**src/rtl/lqv_pkg.sv**
```systemverilog
package lqv_pkg;

    // Per-slot status bits of the load queue
    typedef struct packed {
        logic live;     // slot allocated
        logic done;     // load has executed
        logic fwd;      // load took data from an in-flight store
    } slot_flags_t;

    localparam slot_flags_t SLOT_FREE = '{live: 1'b0, done: 1'b0, fwd: 1'b0};

endpackage

```
**src/rtl/lqv_ring.sv**
```systemverilog
module lqv_ring #(
    parameter int DEPTH = 8,
    localparam int IDXW = $clog2(DEPTH),
    localparam int CNTW = IDXW + 1
) (
    input  logic            clk,
    input  logic            rst_n,
    input  logic            alloc_req,
    input  logic            retire_req,
    output logic [IDXW-1:0] head,
    output logic [IDXW-1:0] tail,
    output logic            full,
    output logic            empty,
    output logic            do_alloc,
    output logic            do_retire
);
    typedef struct packed {
        logic [IDXW-1:0] head;
        logic [IDXW-1:0] tail;
        logic [CNTW-1:0] count;
    } ring_t;

    ring_t ring_d, ring_q;

    always_comb begin
        ring_d    = ring_q;
        empty     = (ring_q.count == '0);
        full      = (ring_q.count == CNTW'(DEPTH));
        do_alloc  = alloc_req && !full;
        do_retire = retire_req && !empty;
        if (do_alloc) begin
            ring_d.tail = ring_q.tail + 1'b1;
        end
        if (do_retire) begin
            ring_d.head = ring_q.head + 1'b1;
        end
        case ({do_alloc, do_retire})
            2'b10:   ring_d.count = ring_q.count + 1'b1;
            2'b01:   ring_d.count = ring_q.count - 1'b1;
            default: ring_d.count = ring_q.count;
        endcase
    end

    always_ff @(posedge clk) begin
        if (!rst_n) begin
            ring_q <= '0;
        end else begin
            ring_q <= ring_d;
        end
    end

    assign head = ring_q.head;
    assign tail = ring_q.tail;

    a_r1_count_bound: assert property (@(posedge clk) disable iff (!rst_n)
        ring_q.count <= CNTW'(DEPTH));

    a_r2_full_holds: assert property (@(posedge clk) disable iff (!rst_n)
        (full && !retire_req) |=> (full && $stable(tail)));

    a_r3_empty_holds: assert property (@(posedge clk) disable iff (!rst_n)
        (empty && !alloc_req) |=> (empty && $stable(head)));

endmodule

```
**src/rtl/lqv_slot_cmp.sv**
```systemverilog
module lqv_slot_cmp #(
    parameter int SEQW  = 5,
    parameter int CHW   = 8,
    parameter int BYTES = 8
) (
    input  logic             eligible,
    input  logic [SEQW-1:0]  ld_seq,
    input  logic [CHW-1:0]   ld_chunk,
    input  logic [BYTES-1:0] ld_mask,
    input  logic             ld_fwd,
    input  logic [SEQW-1:0]  ld_fwd_seq,
    input  logic [SEQW-1:0]  st_seq,
    input  logic [CHW-1:0]   st_chunk,
    input  logic [BYTES-1:0] st_mask,
    output logic             hit
);
    logic [SEQW-1:0] age_gap;
    logic            younger;
    logic            overlap;
    logic            own_src;

    always_comb begin
        age_gap = ld_seq - st_seq;
        younger = (age_gap != '0) && !age_gap[SEQW-1];
        overlap = (ld_chunk == st_chunk) && ((ld_mask & st_mask) != '0);
        own_src = ld_fwd && (ld_fwd_seq == st_seq);
        hit     = eligible && younger && overlap && !own_src;
    end

endmodule

```
**src/rtl/lqv_oldest.sv**
```systemverilog
module lqv_oldest #(
    parameter int DEPTH = 8,
    localparam int IDXW = $clog2(DEPTH)
) (
    input  logic [DEPTH-1:0] vec,
    input  logic [IDXW-1:0]  head,
    output logic             found,
    output logic [IDXW-1:0]  idx
);
    logic [IDXW-1:0] pos;

    // Walk from the youngest distance down to zero so the slot nearest the
    // head is written last and wins.
    always_comb begin
        found = 1'b0;
        idx   = '0;
        pos   = '0;
        for (int i = DEPTH - 1; i >= 0; i--) begin
            pos = head + IDXW'(i);
            if (vec[pos]) begin
                found = 1'b1;
                idx   = pos;
            end
        end
    end

endmodule

```
**src/rtl/lqv_detector.sv**
```systemverilog
module lqv_detector
    import lqv_pkg::*;
#(
    parameter int DEPTH = 8,
    parameter int SEQW  = 5,
    parameter int CHW   = 8,
    parameter int BYTES = 8,
    localparam int IDXW = $clog2(DEPTH)
) (
    input  logic             clk,
    input  logic             rst_n,
    input  logic             alloc_valid,
    input  logic [SEQW-1:0]  alloc_seq,
    output logic [IDXW-1:0]  alloc_idx,
    output logic             lq_full,
    output logic             lq_empty,
    input  logic             retire_valid,
    input  logic             ld_exec_valid,
    input  logic [IDXW-1:0]  ld_exec_idx,
    input  logic [CHW-1:0]   ld_exec_chunk,
    input  logic [BYTES-1:0] ld_exec_mask,
    input  logic             ld_exec_fwd,
    input  logic [SEQW-1:0]  ld_exec_fwd_seq,
    input  logic             st_chk_valid,
    input  logic [SEQW-1:0]  st_chk_seq,
    input  logic [CHW-1:0]   st_chk_chunk,
    input  logic [BYTES-1:0] st_chk_mask,
    output logic             viol_valid,
    output logic [IDXW-1:0]  viol_idx,
    output logic [DEPTH-1:0] viol_vec
);
    typedef struct packed {
        logic             valid;
        logic [IDXW-1:0]  idx;
        logic [DEPTH-1:0] vec;
    } report_t;

    slot_flags_t      flags_d [DEPTH];
    slot_flags_t      flags_q [DEPTH];
    logic [SEQW-1:0]  seq_d   [DEPTH];
    logic [SEQW-1:0]  seq_q   [DEPTH];
    logic [CHW-1:0]   chunk_d [DEPTH];
    logic [CHW-1:0]   chunk_q [DEPTH];
    logic [BYTES-1:0] mask_d  [DEPTH];
    logic [BYTES-1:0] mask_q  [DEPTH];
    logic [SEQW-1:0]  fseq_d  [DEPTH];
    logic [SEQW-1:0]  fseq_q  [DEPTH];
    report_t          rep_d, rep_q;

    logic [IDXW-1:0]  head, tail;
    logic             do_alloc, do_retire;
    logic [DEPTH-1:0] hit_vec;
    logic [DEPTH-1:0] done_vec;
    logic             any_hit;
    logic [IDXW-1:0]  oldest_idx;

    lqv_ring #(.DEPTH(DEPTH)) i_ring (
        .clk        (clk),
        .rst_n      (rst_n),
        .alloc_req  (alloc_valid),
        .retire_req (retire_valid),
        .head       (head),
        .tail       (tail),
        .full       (lq_full),
        .empty      (lq_empty),
        .do_alloc   (do_alloc),
        .do_retire  (do_retire)
    );

    for (genvar j = 0; j < DEPTH; j++) begin : g_slot
        assign done_vec[j] = flags_q[j].live && flags_q[j].done;

        lqv_slot_cmp #(.SEQW(SEQW), .CHW(CHW), .BYTES(BYTES)) i_cmp (
            .eligible   (done_vec[j]),
            .ld_seq     (seq_q[j]),
            .ld_chunk   (chunk_q[j]),
            .ld_mask    (mask_q[j]),
            .ld_fwd     (flags_q[j].fwd),
            .ld_fwd_seq (fseq_q[j]),
            .st_seq     (st_chk_seq),
            .st_chunk   (st_chk_chunk),
            .st_mask    (st_chk_mask),
            .hit        (hit_vec[j])
        );
    end

    lqv_oldest #(.DEPTH(DEPTH)) i_oldest (
        .vec   (hit_vec),
        .head  (head),
        .found (any_hit),
        .idx   (oldest_idx)
    );

    always_comb begin
        flags_d = flags_q;
        seq_d   = seq_q;
        chunk_d = chunk_q;
        mask_d  = mask_q;
        fseq_d  = fseq_q;

        // Execute update first; a free slot ignores it.
        if (ld_exec_valid && flags_q[ld_exec_idx].live) begin
            flags_d[ld_exec_idx].done = 1'b1;
            flags_d[ld_exec_idx].fwd  = ld_exec_fwd;
            chunk_d[ld_exec_idx]      = ld_exec_chunk;
            mask_d[ld_exec_idx]       = ld_exec_mask;
            fseq_d[ld_exec_idx]       = ld_exec_fwd_seq;
        end
        if (do_retire) begin
            flags_d[head] = SLOT_FREE;
        end
        if (do_alloc) begin
            flags_d[tail]      = SLOT_FREE;
            flags_d[tail].live = 1'b1;
            seq_d[tail]        = alloc_seq;
        end

        rep_d.valid = st_chk_valid && any_hit;
        rep_d.idx   = st_chk_valid ? oldest_idx : '0;
        rep_d.vec   = st_chk_valid ? hit_vec : '0;
    end

    always_ff @(posedge clk) begin
        if (!rst_n) begin
            for (int j = 0; j < DEPTH; j++) begin
                flags_q[j] <= SLOT_FREE;
                seq_q[j]   <= '0;
                chunk_q[j] <= '0;
                mask_q[j]  <= '0;
                fseq_q[j]  <= '0;
            end
            rep_q <= '0;
        end else begin
            flags_q <= flags_d;
            seq_q   <= seq_d;
            chunk_q <= chunk_d;
            mask_q  <= mask_d;
            fseq_q  <= fseq_d;
            rep_q   <= rep_d;
        end
    end

    assign alloc_idx  = tail;
    assign viol_valid = rep_q.valid;
    assign viol_idx   = rep_q.idx;
    assign viol_vec   = rep_q.vec;

    a_r8_oldest_in_set: assert property (@(posedge clk) disable iff (!rst_n)
        viol_valid |-> viol_vec[viol_idx]);

    a_r8_valid_has_bits: assert property (@(posedge clk) disable iff (!rst_n)
        viol_valid |-> (viol_vec != '0));

    a_r9_idle_quiet: assert property (@(posedge clk) disable iff (!rst_n)
        !st_chk_valid |=> (!viol_valid && viol_vec == '0));

    a_r5_only_executed: assert property (@(posedge clk) disable iff (!rst_n)
        viol_valid |-> ((viol_vec & ~$past(done_vec)) == '0));

    for (genvar j = 0; j < DEPTH; j++) begin : g_chk
        a_r7_overlap: assert property (@(posedge clk) disable iff (!rst_n)
            viol_vec[j] |-> $past((chunk_q[j] == st_chk_chunk) &&
                                  ((mask_q[j] & st_chk_mask) != '0)));

        a_r6_not_own_store: assert property (@(posedge clk) disable iff (!rst_n)
            viol_vec[j] |-> $past(!(flags_q[j].fwd && fseq_q[j] == st_chk_seq)));
    end

endmodule

```
**config.mk**
```make
export PLATFORM = sky130hd
export DESIGN_NAME = lqv_detector
export DESIGN_NICKNAME = d
export VERILOG_FILES = /design/src/rtl/lqv_pkg.sv /design/src/rtl/lqv_ring.sv /design/src/rtl/lqv_slot_cmp.sv /design/src/rtl/lqv_oldest.sv /design/src/rtl/lqv_detector.sv
export SDC_FILE = /design/constraint.sdc
export NUM_CORES = 1
export LEC_CHECK = 0
export ABC_AREA = 1
export BUFFER_PORTS_ARGS = -buffer_cell sky130_fd_sc_hd__buf_2
export CORE_UTILIZATION = 51
export CTS_BUF_LIST = sky130_fd_sc_hd__clkbuf_4
export DETAILED_ROUTE_END_ITERATION = 6
export PLACE_DENSITY = 0.68
export SLEW_MARGIN = 20
export SYNTH_ARGS = -nofsm -noshare
export SYNTH_HDL_FRONTEND = slang
export SYNTH_SLANG_ARGS = --single-unit
```
**constraint.sdc**
```tcl
create_clock -name clk -period 6.9 [get_ports clk]
set_input_delay 1.035 -clock clk [delete_from_list [all_inputs] [get_ports clk]]
set_output_delay 1.035 -clock clk [all_outputs]
set_load 0.01 [all_outputs]
```
### Word level (Yosys, flattened, before mapping)

Cells that the tools add are included.

| cells by class | value |
|---|---|
| add/subtract/negate cells | 18 |
| $mul | 0 |
| divide/modulo/power cells | 0 |
| magnitude comparators | 14 |
| equal/unequal tests | 19 |
| shifts and indexed selects | 0 |
| multiplexer cells | 62 |
| bitwise logic cells | 15 |
| reductions and logical operators | 100 |

Operators with widths:

| operator | count |
|---|---|
| bitwise mux 64 bit | 2 |
| bitwise mux 40 bit | 2 |
| bitwise mux 24 bit | 3 |
| two-way mux 24 bit | 3 |
| bitwise AND 8 bit | 8 |
| equality test 8 bit | 8 |
| nonzero test 8 bit | 8 |
| logical AND 1 bit | 63 |
| bitwise AND 24 bit | 2 |
| inverter 24 bit | 2 |
| demux 3 bit (select 3 bit) | 5 |
| equality test 5 bit | 8 |
| nonzero test 5 bit | 8 |
| subtractor 5 bit | 8 |
| two-way mux 3 bit | 13 |
| less-than comparator 3 x 4 -> 1 bit, second input constant | 8 |
| demux 5 bit (select 3 bit) | 2 |
| binary-select mux 1 bit (select 3 bit) | 8 |
| demux 8 bit (select 3 bit) | 1 |
| zero test 1 bit | 18 |
| two-way mux 1 bit | 17 |
| adder 3 bit, second input constant | 4 |
| >= comparator 4 bit, second input constant | 3 |
| less-than comparator 4 x 1 -> 1 bit, second input constant | 3 |
| 16 further kinds | 21 |

| word-level totals | value |
|---|---|
| flip-flop bits (word level) | 254 |
| bits in latches | 0 |
| RAM bits | 0 |
| ROM bits | 0 |
| bits of input ports | 57 |
| output and inout port bits | 17 |
| logic and storage cells | 290 |
| memories | 0 |

### Longest topological paths before layout

Gate-level depths: netlist of run 1.

| logic depth | value |
|---|---|
| depth in word-level cells | 17 |
| depth in mapped cells | 24 |
| mapped depth without buffers | 24 |

### Cells and area by module

Synthesis of run 1 repeated with hierarchy kept, for this count alone.

| second synthesis, totals | value |
|---|---|
| cells, all modules | 2,823 |
| area total of the unflattened synthesis | 16,683.5 um2 |

Modules (own cells, without submodules):

| module | times used | cells each | area an instance (um2) | sequential area each (um2) |
|---|---|---|---|---|
| lqv_detector | 1 | 1,716 | 11,204.5 | 4,884.7 |
| lqv_slot_cmp at g_slot[0].i_cmp ... | 5 | 113 | 519.2 | 0.0 |
| lqv_slot_cmp at g_slot[5].i_cmp ... | 3 | 113 | 509.2 | 0.0 |
| lqv_oldest | 1 | 122 | 739.5 | 0.0 |
| lqv_ring | 1 | 81 | 615.6 | 200.2 |

### Least setup slack after synthesis of run 1

OpenSTA, ideal clock, no wires.

| timing path | value |
|---|---|
| path type | in2reg |
| start point | input port st_chk_seq[2] |
| end point | register rep_q, in the netlist viol_idx[0] |
| library setup time | 115 ps |
| arrival time | 3,093 ps |
| required time | 6,785 ps |
| setup slack | 3,692 ps |
| cell stages on the path | 21 |
| path buffers | 1 |
| cell sequence | buf_4 -> inv_1 -> ha_1 -> a21oi_1 -> nand3_1 -> nand2_1 -> nor2_1 -> nor2_1 -> nand3_1 -> nand2_1 -> nand2_1 -> nand2_1 -> nand2_1 -> nand2_1 -> inv_1 -> nand2_1 -> nand2_1 -> a21oi_1 -> o21ai_1 -> nand2_1 -> nor2_1 |

| between the ends | value |
|---|---|
| longest elaborated chain between the ends | 16 |
| elaborated cells between the ends (all ways) | 104 |
| those cells by class | 8 x add/sub; 8 x eq/ne; 24 x mux; 64 x reduce/logical |

Ends and longest elaborated chain:

| what | line | RTL |
|---|---|---|
| start, declared | lqv_detector.sv:25 | `input logic [SEQW-1:0] st_chk_seq,` |
| subtractor 5 bit | lqv_slot_cmp.sv:23 | `age_gap = ld_seq - st_seq;` |
| nonzero test 5 bit or zero test 1 bit (tied branches) | lqv_slot_cmp.sv:24 | `younger = (age_gap != '0) && !age_gap[SEQW-1];` |
| logical AND 1 bit | lqv_slot_cmp.sv:24 |  |
| logical AND 1 bit (3 in a row) | lqv_slot_cmp.sv:27 | `hit = eligible && younger && overlap && !own_src;` |
| binary-select mux 1 bit (select 3 bit) | lqv_oldest.sv:20 | `if (vec[pos]) begin` |
| two-way mux 1 bit (not written as such) | lqv_oldest.sv:20 |  |
| two-way mux 3 bit (7 in a row) | lqv_oldest.sv:20 |  |
| two-way mux 3 bit * | lqv_oldest.sv:20 |  |
| end signal, assigned | lqv_detector.sv:139 | `rep_q <= rep_d;` |
| end, declared | lqv_detector.sv:48 | `report_t rep_d, rep_q;` |

Mark *: on every way between the ends. The rest lies on a longest branch, timed or not. The select of a mux whose other input is x is not followed.
A chain may end at the register's enable or synchronous reset.

### Final worst setup path of run 1

| timing path | value |
|---|---|
| start point | input port ld_exec_idx[0] |
| end point | register chunk_q[37] (netlist bit) |

| between the ends | value |
|---|---|
| longest elaborated chain between the ends | 6 |
| elaborated cells between the ends (all ways) | 11 |
| those cells by class | 2 x order compare; 6 x mux; 1 x bitwise; 2 x reduce/logical |

Ends and longest elaborated chain:

| what | line | RTL |
|---|---|---|
| start, declared | lqv_detector.sv:19 | `input logic [IDXW-1:0] ld_exec_idx,` |
| inverter 3 -> 4 bit (not written as such) * | lqv_detector.sv:102, lqv_detector.sv:105 |  |
| >= comparator 4 bit (not written as such) or less-than comparator 4 x 1 -> 1 bit (tied branches) | lqv_detector.sv:105 | `chunk_d[ld_exec_idx] = ld_exec_chunk;` |
| logical AND 1 bit (not written as such) | lqv_detector.sv:105 |  |
| two-way mux 8 bit (not written as such) | lqv_detector.sv:105 |  |
| demux 8 bit (select 3 bit) | lqv_detector.sv:105 |  |
| bitwise mux 64 bit | lqv_detector.sv:105 |  |
| end signal, assigned | lqv_detector.sv:136 | `chunk_q <= chunk_d;` |
| end, declared | lqv_detector.sv:43 | `logic [CHW-1:0] chunk_q [DEPTH];` |

Marks and branches as above.

==> flow_summary.json, run 1 <==
{
  "whs_path_depth": 2,
  "ys.warnings.count": 0,
  "grt_usage_pct": 29.1,
  "synthCells": 2011,
  "dieArea_um2": 26700,
  "grt_start_max_net_pins": 130,
  "nNetsFinal": 2156,
  "ys_types": 33,
  "synth_common_cells": "539 x nand2_1, 271 x a21oi_1, 254 x dfxtp_1",
  "io_buffer_count": 73,
  "tightest_slew_ns": 1.18,
  "cp_slowest_cell": "nor3_2",
  "routed_wl_um": 38800,
  "post-route-drc-count": 0,
  "p_total_mw": 3.50,
  "postPlaceCellArea_um2": 13600,
  "power_frac_seq_pct": 44.3,
  "dr_wl_met3_um": 2910,
  "syn_area_per_cell_um2": 6.61,
  "max_cap_violations": 0,
  "yosysSeqAreaShare_pct": 38.2,
  "vias": 13100,
  "placementRows": 58,
  "htreeDepth": 3,
  "synth.top_cell.area_share_pct": 38.2,
  "worst_clock_skew_ns": 0.0408,
  "peakVddDrop_mv": 0.163,
  "viasPerCell": 5.35,
  "p_sw_mw": 1.07,
  "cp-end-kind": "flop",
  "ios": 74,
  "ys_ff_latch": 254,
  "yosysTopAreaCell": "dfxtp_1",
  "wl_met2_um": 17200,
  "synth_most_common_cell": "nand2_1",
  "grt-ovfl-total": 0,
  "areaGrowthSynthToFinish_pct": 9.42,
  "crit_start": "ld_exec_idx[0]",
  "synth_ff_type": "dfxtp_1",
  "grt_pass1_wl_um": 60700,
  "ctsHoldBuffers": 0,
  "cts_setup_buffers": 0,
  "r2r-start": "flags_q[23]",
  "final_area_um2": 14600,
  "status": "complete, no violations",
  "ff2ff_path_depth": 7,
  "grt_pass1_vias": 11700,
  "p_comb_share_pct": 15.1,
  "cts_tree": "done",
  "post_drt_wl_per_cell_um": 15.9,
  "clkSlewWorstSetupHoldPaths_ns": 0.07,
  "path_max_fanout": 82,
  "netlist_area_um2": 13300,
  "finalMaxSlewViolations": 0,
  "routedLengthMet1_um": 17300,
  "cp.buffers_inverters": 2,
  "maxSlewHeadroom_pct": 21.1,
  "clock_path_buffers": 3,
  "gp_congestion": 0.887,
  "swShare_pct": 30.6,
  "ctsResizeCount": 0,
  "path_depth": 9,
  "dieWidth_um": 164,
  "start_util_pct": 52.4,
  "synthTopCellsByArea": "dfxtp_1 38%, nand2_1 15%, a21oi_1 10%",
  "path_common_cell": "a21oi_1",
  "synth_edf_count": 0,
  "first_pass_iters": 6,
  "synth-async-reset-ratio_pct": 0,
  "period_share_pct": 63.6,
  "internal-power_mw": 2.43,
  "dpl.hpwl_um": 26000,
  "grt_antenna_before_repair": 1,
  "finalHoldViolations": 0,
  "cts-root-buf": "clkbuf_4",
  "cpPeakStageDelay_ns": 0.95,
  "clock_power_share_pct": 40.6,
  "ant_nets": 0,
  "cts_sinks": 254,
  "die_h_um": 164,
  "core_area_um2": 25400,
  "rsz0062_at_grt": "no",
  "critPathRequiredTime_ns": 7.41,
  "power.leakage_nw": 6.09,
  "highest_layer": "met4",
  "setup_viol_count_final": 0,
  "drtIter0Drc": 1050,
  "min_from": "seq_q[38]",
  "clk_latency_ns": 0.68,
  "path_cells": "buf_2 -> nor3_2 -> a22o_1 -> a21oi_1 -> a41oi_4 -> buf_4 -> nand2_1 -> o21ai_0 -> a21oi_1",
  "crit_arrival_ns": 4.90,
  "drive_gt1_share_pct": 10.4,
  "cts_buffers": 71,
  "crit_family": "simple AND/OR/NAND/NOR gates",
  "path_class": "in -> reg",
  "powerDensity_nw_per_um2": 241,
  "timing.fmax_ghz": 0.228,
  "fin_crit_ns": 4.39,
  "setup_ws_ns": 2.51,
  "dp_slack_ns": 1.98,
  "fin_tns_setup_ns": 0,
  "syn-num-nets": 2111,
  "critPathLaunchType": "input pin",
  "hold_path.class": "reg -> reg"
}
[power groups by stage]
stage	registers [mW]	logic [mW]	clock network [mW]
detailed placement	1.58	0.523	0
floorplan	1.57	0.387	0
CTS	1.55	0.525	1.45
finish	1.55	0.530	1.42
global route	1.56	0.595	1.54
global placement	1.58	0.509	0
[kinds of logic after synthesis]
family,share of synthesized area [%]
fa+ha+maj,4.10
compound gates,18.2
buf+inv,11.0
simple gates,27.0
flops,38.2
xor+xnor,1.45
[cell usage in the layout, fill, tap and decap left out, drive strengths merged, types with 2 or more instances in the layout]
cell type	n
bufinv	2
nand3	163
ha	42
nor2	127
xnor2	18
clkbuf	104
nand4	23
o21ai	170
nand2	543
inv	247
dfxtp	254
clkinv	15
o211ai	9
buf	83
nor3	12
a211oi	9
nand3b	5
xor2	4
a21oi	271
[path summary, 6_finish.rpt]
| path | slack, ns | endpoint |
|---|---|---|
| setup / recovery | 2.51 | chunk_q[37] |
| hold / removal | 0.45 | seq_q[38] |
| setup reg to reg | 3.70 | chunk_q[37] |
| hold reg to reg | 0.45 | seq_q[38] |
[worst min-delay path, cell delays in order, from the launching register on]
cell and delay, ns:
dfxtp_1 0.31, inv_1 0.05, a21oi_1 0.05
[metrics by stage]
| stage | utilization (%) | hold WS (ns) | instances |
|---|---|---|---|
| global route | 57.3 | 0.473 | 2439 |
| CTS | 57.3 | 0.450 | 2438 |
| detailed placement | 53.7 | 0.440 | 2313 |
| global placement | 53.7 | 0.436 | 2313 |
| floorplan | - | 0.427 | 2011 |
| finish | 57.3 | 0.450 | 2439 |
[sequential cells by signal, indices dropped and copies added (netlist names)]
signal and cells:
viol_valid 1, seq_q 40, viol_vec 8, mask_q 64, viol_idx 3, flags_q 24
fseq_q 40, i_ring.ring_q 4, i_ring.tail 3, i_ring.head 3, chunk_q 64
[layer usage]
layer | up-vias | track usage [%]
met5 | - | 0
met4 | 0 | 13.2
met3 | 82 | 4.95
met2 | 474 | 45.6
met1 | 5873 | 39.1
li1 | 6621 | -
[cell type report]
type | instances | area (um^2)
Clock buffer | 104 | 781
Clock inverter | 21 | 139
Tap cell | 330 | 413
Sequential cell | 254 | 5080
Timing Repair Buffer | 83 | 447
Multi-Input combinational cell | 1402 | 6770
Fill cell | 2485 | 10800
Antenna cell | 1 | 2.50
Inverter | 244 | 916
No activity file was read; power rests on OpenSTA's default activity.
==> inputs of run 2 (changes only) <==
--- a/config.mk
+++ b/config.mk
@@ -5,12 +5,12 @@
 export SDC_FILE = /design/constraint.sdc
 export NUM_CORES = 1
 export LEC_CHECK = 0
-export ABC_AREA = 1
+export ABC_AREA = 0
 export BUFFER_PORTS_ARGS = -buffer_cell sky130_fd_sc_hd__buf_2
 export CORE_UTILIZATION = 51
 export CTS_BUF_LIST = sky130_fd_sc_hd__clkbuf_4
 export DETAILED_ROUTE_END_ITERATION = 6
-export PLACE_DENSITY = 0.68
+export PLACE_DENSITY = 0.71
 export SLEW_MARGIN = 20
 export SYNTH_ARGS = -nofsm -noshare
 export SYNTH_HDL_FRONTEND = slang
==> constraint.sdc (replaced) <==
create_clock -name clk -period 3.9 [get_ports clk]
set_input_delay 0.585 -clock clk [delete_from_list [all_inputs] [get_ports clk]]
set_output_delay 0.585 -clock clk [all_outputs]
set_load 0.01 [all_outputs]
==> flow_summary.json, run 2 <==
{
  "dieArea_um2": 27900,
  "grt_antenna_before_repair": 1,
  "syn-num-nets": 1762,
  "drtIter0Drc": 821,
  "cts_buffers": 71,
  "setup_viol_count_final": 0,
  "postPlaceCellArea_um2": 15000,
  "r2r-end": "viol_idx[1]",
  "busiest_layer": "met2",
  "hold_path.class": "in -> reg",
  "placementRows": 60,
  "dpl.hpwl_um": 29200,
  "whs_path_depth": 2,
  "cts-root-buf": "clkbuf_4",
  "ff2ff_path_depth": 11,
  "grt_start_max_net_pins": 126,
  "gp_congestion": 0.981,
  "tightest_slew_ns": 1.14,
  "grtUsageMet2_pct": 48.2,
  "finalMaxSlewViolations": 0,
  "synth_edf_count": 0,
  "layout_common_cells": "420 x nand2_1, 254 x dfxtp_1, 178 x a21boi_0",
  "start_util_pct": 51.8,
  "timing.fmax_ghz": 0.268,
  "drive_gt1_share_pct": 18.5,
  "path_class": "reg -> reg",
  "syn_area_per_cell_um2": 8.35,
  "reg2reg_slack_ns": 0.17,
  "synth_ff_type": "dfxtp_1",
  "ys_types": 77,
  "maxSlewHeadroom_pct": 24.2,
  "dieWidth_um": 167,
  "fin_crit_ns": 3.73,
  "layout_commonest_cell": "nand2_1",
  "crit_arrival_ns": 4.31,
  "peakVddDrop_mv": 0.228,
  "path_max_fanout": 5,
  "use_met1_pct": 36.6,
  "nNetsFinal": 1894,
  "cts_sinks": 254,
  "synth_most_common_cell": "nand2_1",
  "post_drt_wl_per_cell_um": 18.5,
  "synthCells": 1662,
  "whs_endpoint": "viol_valid",
  "die_h_um": 167,
  "grt_use_met3_pct": 5.75,
  "ios": 74,
  "synthTopCellsByArea": "dfxtp_1 37%, nand2_1 11%, a21boi_0 9.6%",
  "reg.largest.list": "chunk_q (64), mask_q (64)",
  "post-route-drc-count": 0,
  "finalHoldViolations": 0,
  "final_area_um2": 16000,
  "vias": 12200,
  "core_area_um2": 26800,
  "power.leakage_nw": 6.32,
  "first_pass_iters": 5,
  "rsz0062_at_grt": "no",
  "io_buffer_count": 73,
  "grt_usage_pct": 29.3,
  "routed_wl_um": 40400,
  "netlist_area_um2": 13900,
  "synth_common_cells": "420 x nand2_1, 254 x dfxtp_1, 178 x a21boi_0",
  "clkSlewWorstSetupHoldPaths_ns": 0.06,
  "cp-end-kind": "flop",
  "cts_tree": "done",
  "powerDensity_nw_per_um2": 407,
  "cts_setup_buffers": 0,
  "synth.top_cell.area_share_pct": 36.6,
  "fill_cells": 2445,
  "status": "complete, no violations",
  "min_from": "st_chk_valid",
  "synth-async-reset-ratio_pct": 0,
  "ctsResizeCount": 0,
  "period_share_pct": 95.6,
  "grt_pass1_wl_um": 63800,
  "max_cap_violations": 0,
  "ctsHoldBuffers": 0,
  "yosysTopAreaCell": "dfxtp_1",
  "grt_pass1_vias": 12000,
  "ant_nets": 0,
  "clock_path_buffers": 3,
  "htreeDepth": 3,
  "viasPerCell": 5.60,
  "holdWs_ns": 0.160,
  "r2r-start": "seq_q[16]",
  "critPathLaunchType": "flop",
  "clk_latency_ns": 0.69,
  "yosysSeqAreaShare_pct": 36.6,
  "grt-ovfl-total": 0,
  "ys.warnings.count": 0,
  "ys_ff_latch": 254,
  "areaGrowthSynthToFinish_pct": 15.0,
  "critPathRequiredTime_ns": 4.48,
  "worst_clock_skew_ns": 0.0576
}
run 2: cell types whose count changed after synthesis, moves of 119 or more:
cell / previous run / this run
nand2_1: 539 / 420
a21oi_1: 271 / 25
nand3_1: 163 / 32
inv_1: 238 / 22
o21ai_0: 169 / 14
a21boi_0: 0 / 178
run 2: worst max path at each step:
stage,startpoint,end,slack [ns]
2_1_floorplan,st_chk_seq[1],viol_idx[1],0.05
3_3_place_gp,st_chk_seq[1],viol_idx[1],-0.29
3_5_place_dp,st_chk_seq[1],viol_idx[1],-0.35
4_1_cts,seq_q[16],viol_idx[1],0.20
5_1_grt,seq_q[16],viol_idx[1],0.04
6_report,seq_q[16],viol_idx[1],0.17
run 2: report_power, final:
group          total (mW)  switching (mW)  internal [mW]
Sequential           2.70          0.0466           2.65
Combinational        1.28           0.764          0.514
Clock                2.51            1.14           1.37
Total                6.49            1.95           4.53
run 2: critical path, cell delays in order (launching register included):
cell and delay [ns]:
dfxtp_1 0.32, ha_1 0.28, nor2b_1 0.14, o211a_1 0.23, or3_1 0.39, a2111oi_2 0.84, and2_1 0.25, a21oi_1 0.06
o221a_2 0.32, o311a_1 0.29, o2111a_1 0.25, a2111oi_2 0.26
run 2: kinds of logic after synthesis:
| logic type | Yosys count | synth area share [%] |
|---|---|---|
| buffers and inverters | 154 | 4.75 |
| multiplexers | 65 | 5.12 |
| AO/OA/AOI/OAI | 338 | 19.4 |
| adder cells (fa/ha/maj) | 43 | 3.93 |
| flip-flops | 254 | 36.6 |
| XOR/XNOR | 126 | 7.95 |
| AND/OR/NAND/NOR | 682 | 22.2 |
run 2: per-layer routing:
layer | share of wire (%) | vias up
li1 | - | 5968
met1 | 43 | 5801
met2 | 46 | 370
met3 | 6.0 | 110
met4 | 4.5 | 0
met5 | 0 | -
run 2: final cells by class:
type	instances	area, um^2	share of cell area [%]
Multi-Input combinational cell	1254	8160	51.1
Timing Repair Buffer	188	1260	7.92
Antenna cell	1	2.50	0.0157
Tap cell	341	427	2.67
Clock inverter	18	135	0.847
Clock buffer	105	788	4.94
Inverter	25	93.8	0.588
Sequential cell	254	5080	31.9
run 2: through the flow:
| step | util [%] | std cells | total power, mW | setup TNS [ns] | worst slack [ns] |
|---|---|---|---|---|---|
| final | 59.5 | 2186 | 6.49 | 0 | 0.172 |
| after CTS | 59.4 | 2184 | 6.54 | 0 | 0.199 |
| after floorplan | - | 1662 | 3.60 | 0 | 0.0517 |
| after global routing | 59.5 | 2186 | 6.80 | 0 | 0.0449 |
| after global placement | 56.0 | 2061 | 4.02 | -0.515 | -0.292 |
| after detailed placement | 56.0 | 2061 | 4.02 | -0.725 | -0.348 |
==> inputs of run 3 (changes only) <==
--- a/config.mk
+++ b/config.mk
@@ -7,6 +7,7 @@
 export LEC_CHECK = 0
 export ABC_AREA = 0
 export BUFFER_PORTS_ARGS = -buffer_cell sky130_fd_sc_hd__buf_2
+export CORE_ASPECT_RATIO = 0.7
 export CORE_UTILIZATION = 51
 export CTS_BUF_LIST = sky130_fd_sc_hd__clkbuf_4
 export DETAILED_ROUTE_END_ITERATION = 6
==> flow_summary.json, run 3 (synthesized netlist as in run 2, its figures left out) <==
{
  "first_pass_iters": 5,
  "dpl.hpwl_um": 30400,
  "drtIter0Drc": 945,
  "max_cap_violations": 0,
  "die_h_um": 140,
  "reg.largest.list": "chunk_q (64), mask_q (64)",
  "fill_cells": 2479,
  "clkSlewWorstSetupHoldPaths_ns": 0.07,
  "post_drt_wl_per_cell_um": 19.5,
  "powerDensity_nw_per_um2": 394,
  "drive_gt1_share_pct": 18.6,
  "ant_nets": 0,
  "crit_family": "compound AO/OA/AOI/OAI gates",
  "clk_latency_ns": 0.73,
  "grt-ovfl-total": 0,
  "clock_path_buffers": 3,
  "grt_pass1_wl_um": 66200,
  "ctsResizeCount": 0,
  "worst_clock_skew_ns": 0.0703,
  "cp.buffers_inverters": 1,
  "layout_common_cells": "420 x nand2_1, 254 x dfxtp_1, 178 x a21boi_0",
  "critPathLaunchType": "flop",
  "period_share_pct": 93.5,
  "cts_buffers": 67,
  "crit_arrival_ns": 4.23,
  "placementRows": 50,
  "htreeDepth": 3,
  "path_cells": "ha_1 -> or2_0 -> a2111oi_0 -> o211a_1 -> a2111oi_2 -> buf_4 -> mux2i_1 -> nor3_1 -> or4_1 -> o311a_1 -> o2111a_1 -> a2111oi_2",
  "cts_tree": "done",
  "ctsHoldBuffers": 0,
  "areaGrowthSynthToFinish_pct": 15.0,
  "nNetsFinal": 1898,
  "cts_sinks": 254,
  "tightest_slew_ns": 1.02,
  "grt_antenna_before_repair": 2,
  "rsz0062_at_grt": "no",
  "core_area_um2": 26700,
  "hold_path.class": "in -> reg",
  "routed_wl_um": 43000,
  "viasPerCell": 5.64,
  "path_common_cell": "a2111oi_2",
  "peakVddDrop_mv": 0.213,
  "grt_usage_pct": 31.0,
  "finalHoldViolations": 0,
  "maxSlewHeadroom_pct": 32.2,
  "grt_start_max_net_pins": 218,
  "ios": 74,
  "path_max_fanout": 5,
  "cpPeakStageDelay_ns": 0.54,
  "cp_slowest_cell": "or4_1",
  "holdWs_ns": 0.150,
  "status": "complete, no violations",
  "finalMaxSlewViolations": 0,
  "cp-end-kind": "flop",
  "path_class": "reg -> reg",
  "post-route-drc-count": 0,
  "place_inst": 2093,
  "cts-root-buf": "clkbuf_4",
  "io_buffer_count": 73,
  "critPathRequiredTime_ns": 4.48,
  "cts_setup_buffers": 0,
  "dieWidth_um": 199,
  "layout_commonest_cell": "nand2_1",
  "vias": 12500,
  "timing.fmax_ghz": 0.274,
  "fin_crit_ns": 3.65,
  "power.leakage_nw": 6.30,
  "dieArea_um2": 27900,
  "gp_congestion": 0.944,
  "start_util_pct": 51.9,
  "setup_viol_count_final": 0,
  "instances_no_fill": 2208,
  "grt_pass1_vias": 11600
}
==> run 3: routing by layer <==
metal	up-vias	global-route usage (%)	share of wire (%)
li1	5975	-	-
met1	5897	45.2	46
met2	512	45.9	43
met3	75	6.04	9.2
met4	0	9.31	2.0
met5	-	0	0
==> run 3: final cells by class <==
cell class	instances	area (um^2)	area share, %
Sequential cell	254	5080	31.9
Inverter	25	93.8	0.588
Timing Repair Buffer	196	1340	8.40
Antenna cell	3	7.51	0.0470
Clock inverter	10	40.0	0.251
Multi-Input combinational cell	1254	8170	51.2
Clock buffer	102	766	4.80
Tap cell	364	455	2.85
==> run 3: power breakdown <==
group	internal [mW]	switching (mW)
clock	1.18	1.10
sequential	2.65	0.0467
combinational	0.510	0.795
==> run 3: path summary, 6_finish.rpt <==
check	start	endpoint	slack, ns	depth (start not counted)
worst max-delay path	seq_q[18]	viol_idx[1]	0.25	12
worst min register to register	flags_q[21]	flags_q[21]	0.46	2
worst min-delay path	st_chk_valid	viol_valid	0.15	2
worst max register to register	seq_q[18]	viol_idx[1]	0.25	12
==> run 3: per-stage QoR <==
step | total power, mW | utilization, % | setup TNS, ns | cell area, um^2 | setup slack (ns)
after floorplan | 3.60 | - | 0 | 13900 | 0.0517
after global placement | 4.02 | 56.6 | -0.213 | 15100 | -0.169
after detailed placement | 4.04 | 56.7 | -0.384 | 15100 | -0.226
after CTS | 6.32 | 59.7 | 0 | 15900 | 0.284
after global routing | 6.57 | 59.7 | 0 | 16000 | 0.0530
final | 6.28 | 59.7 | 0 | 16000 | 0.254
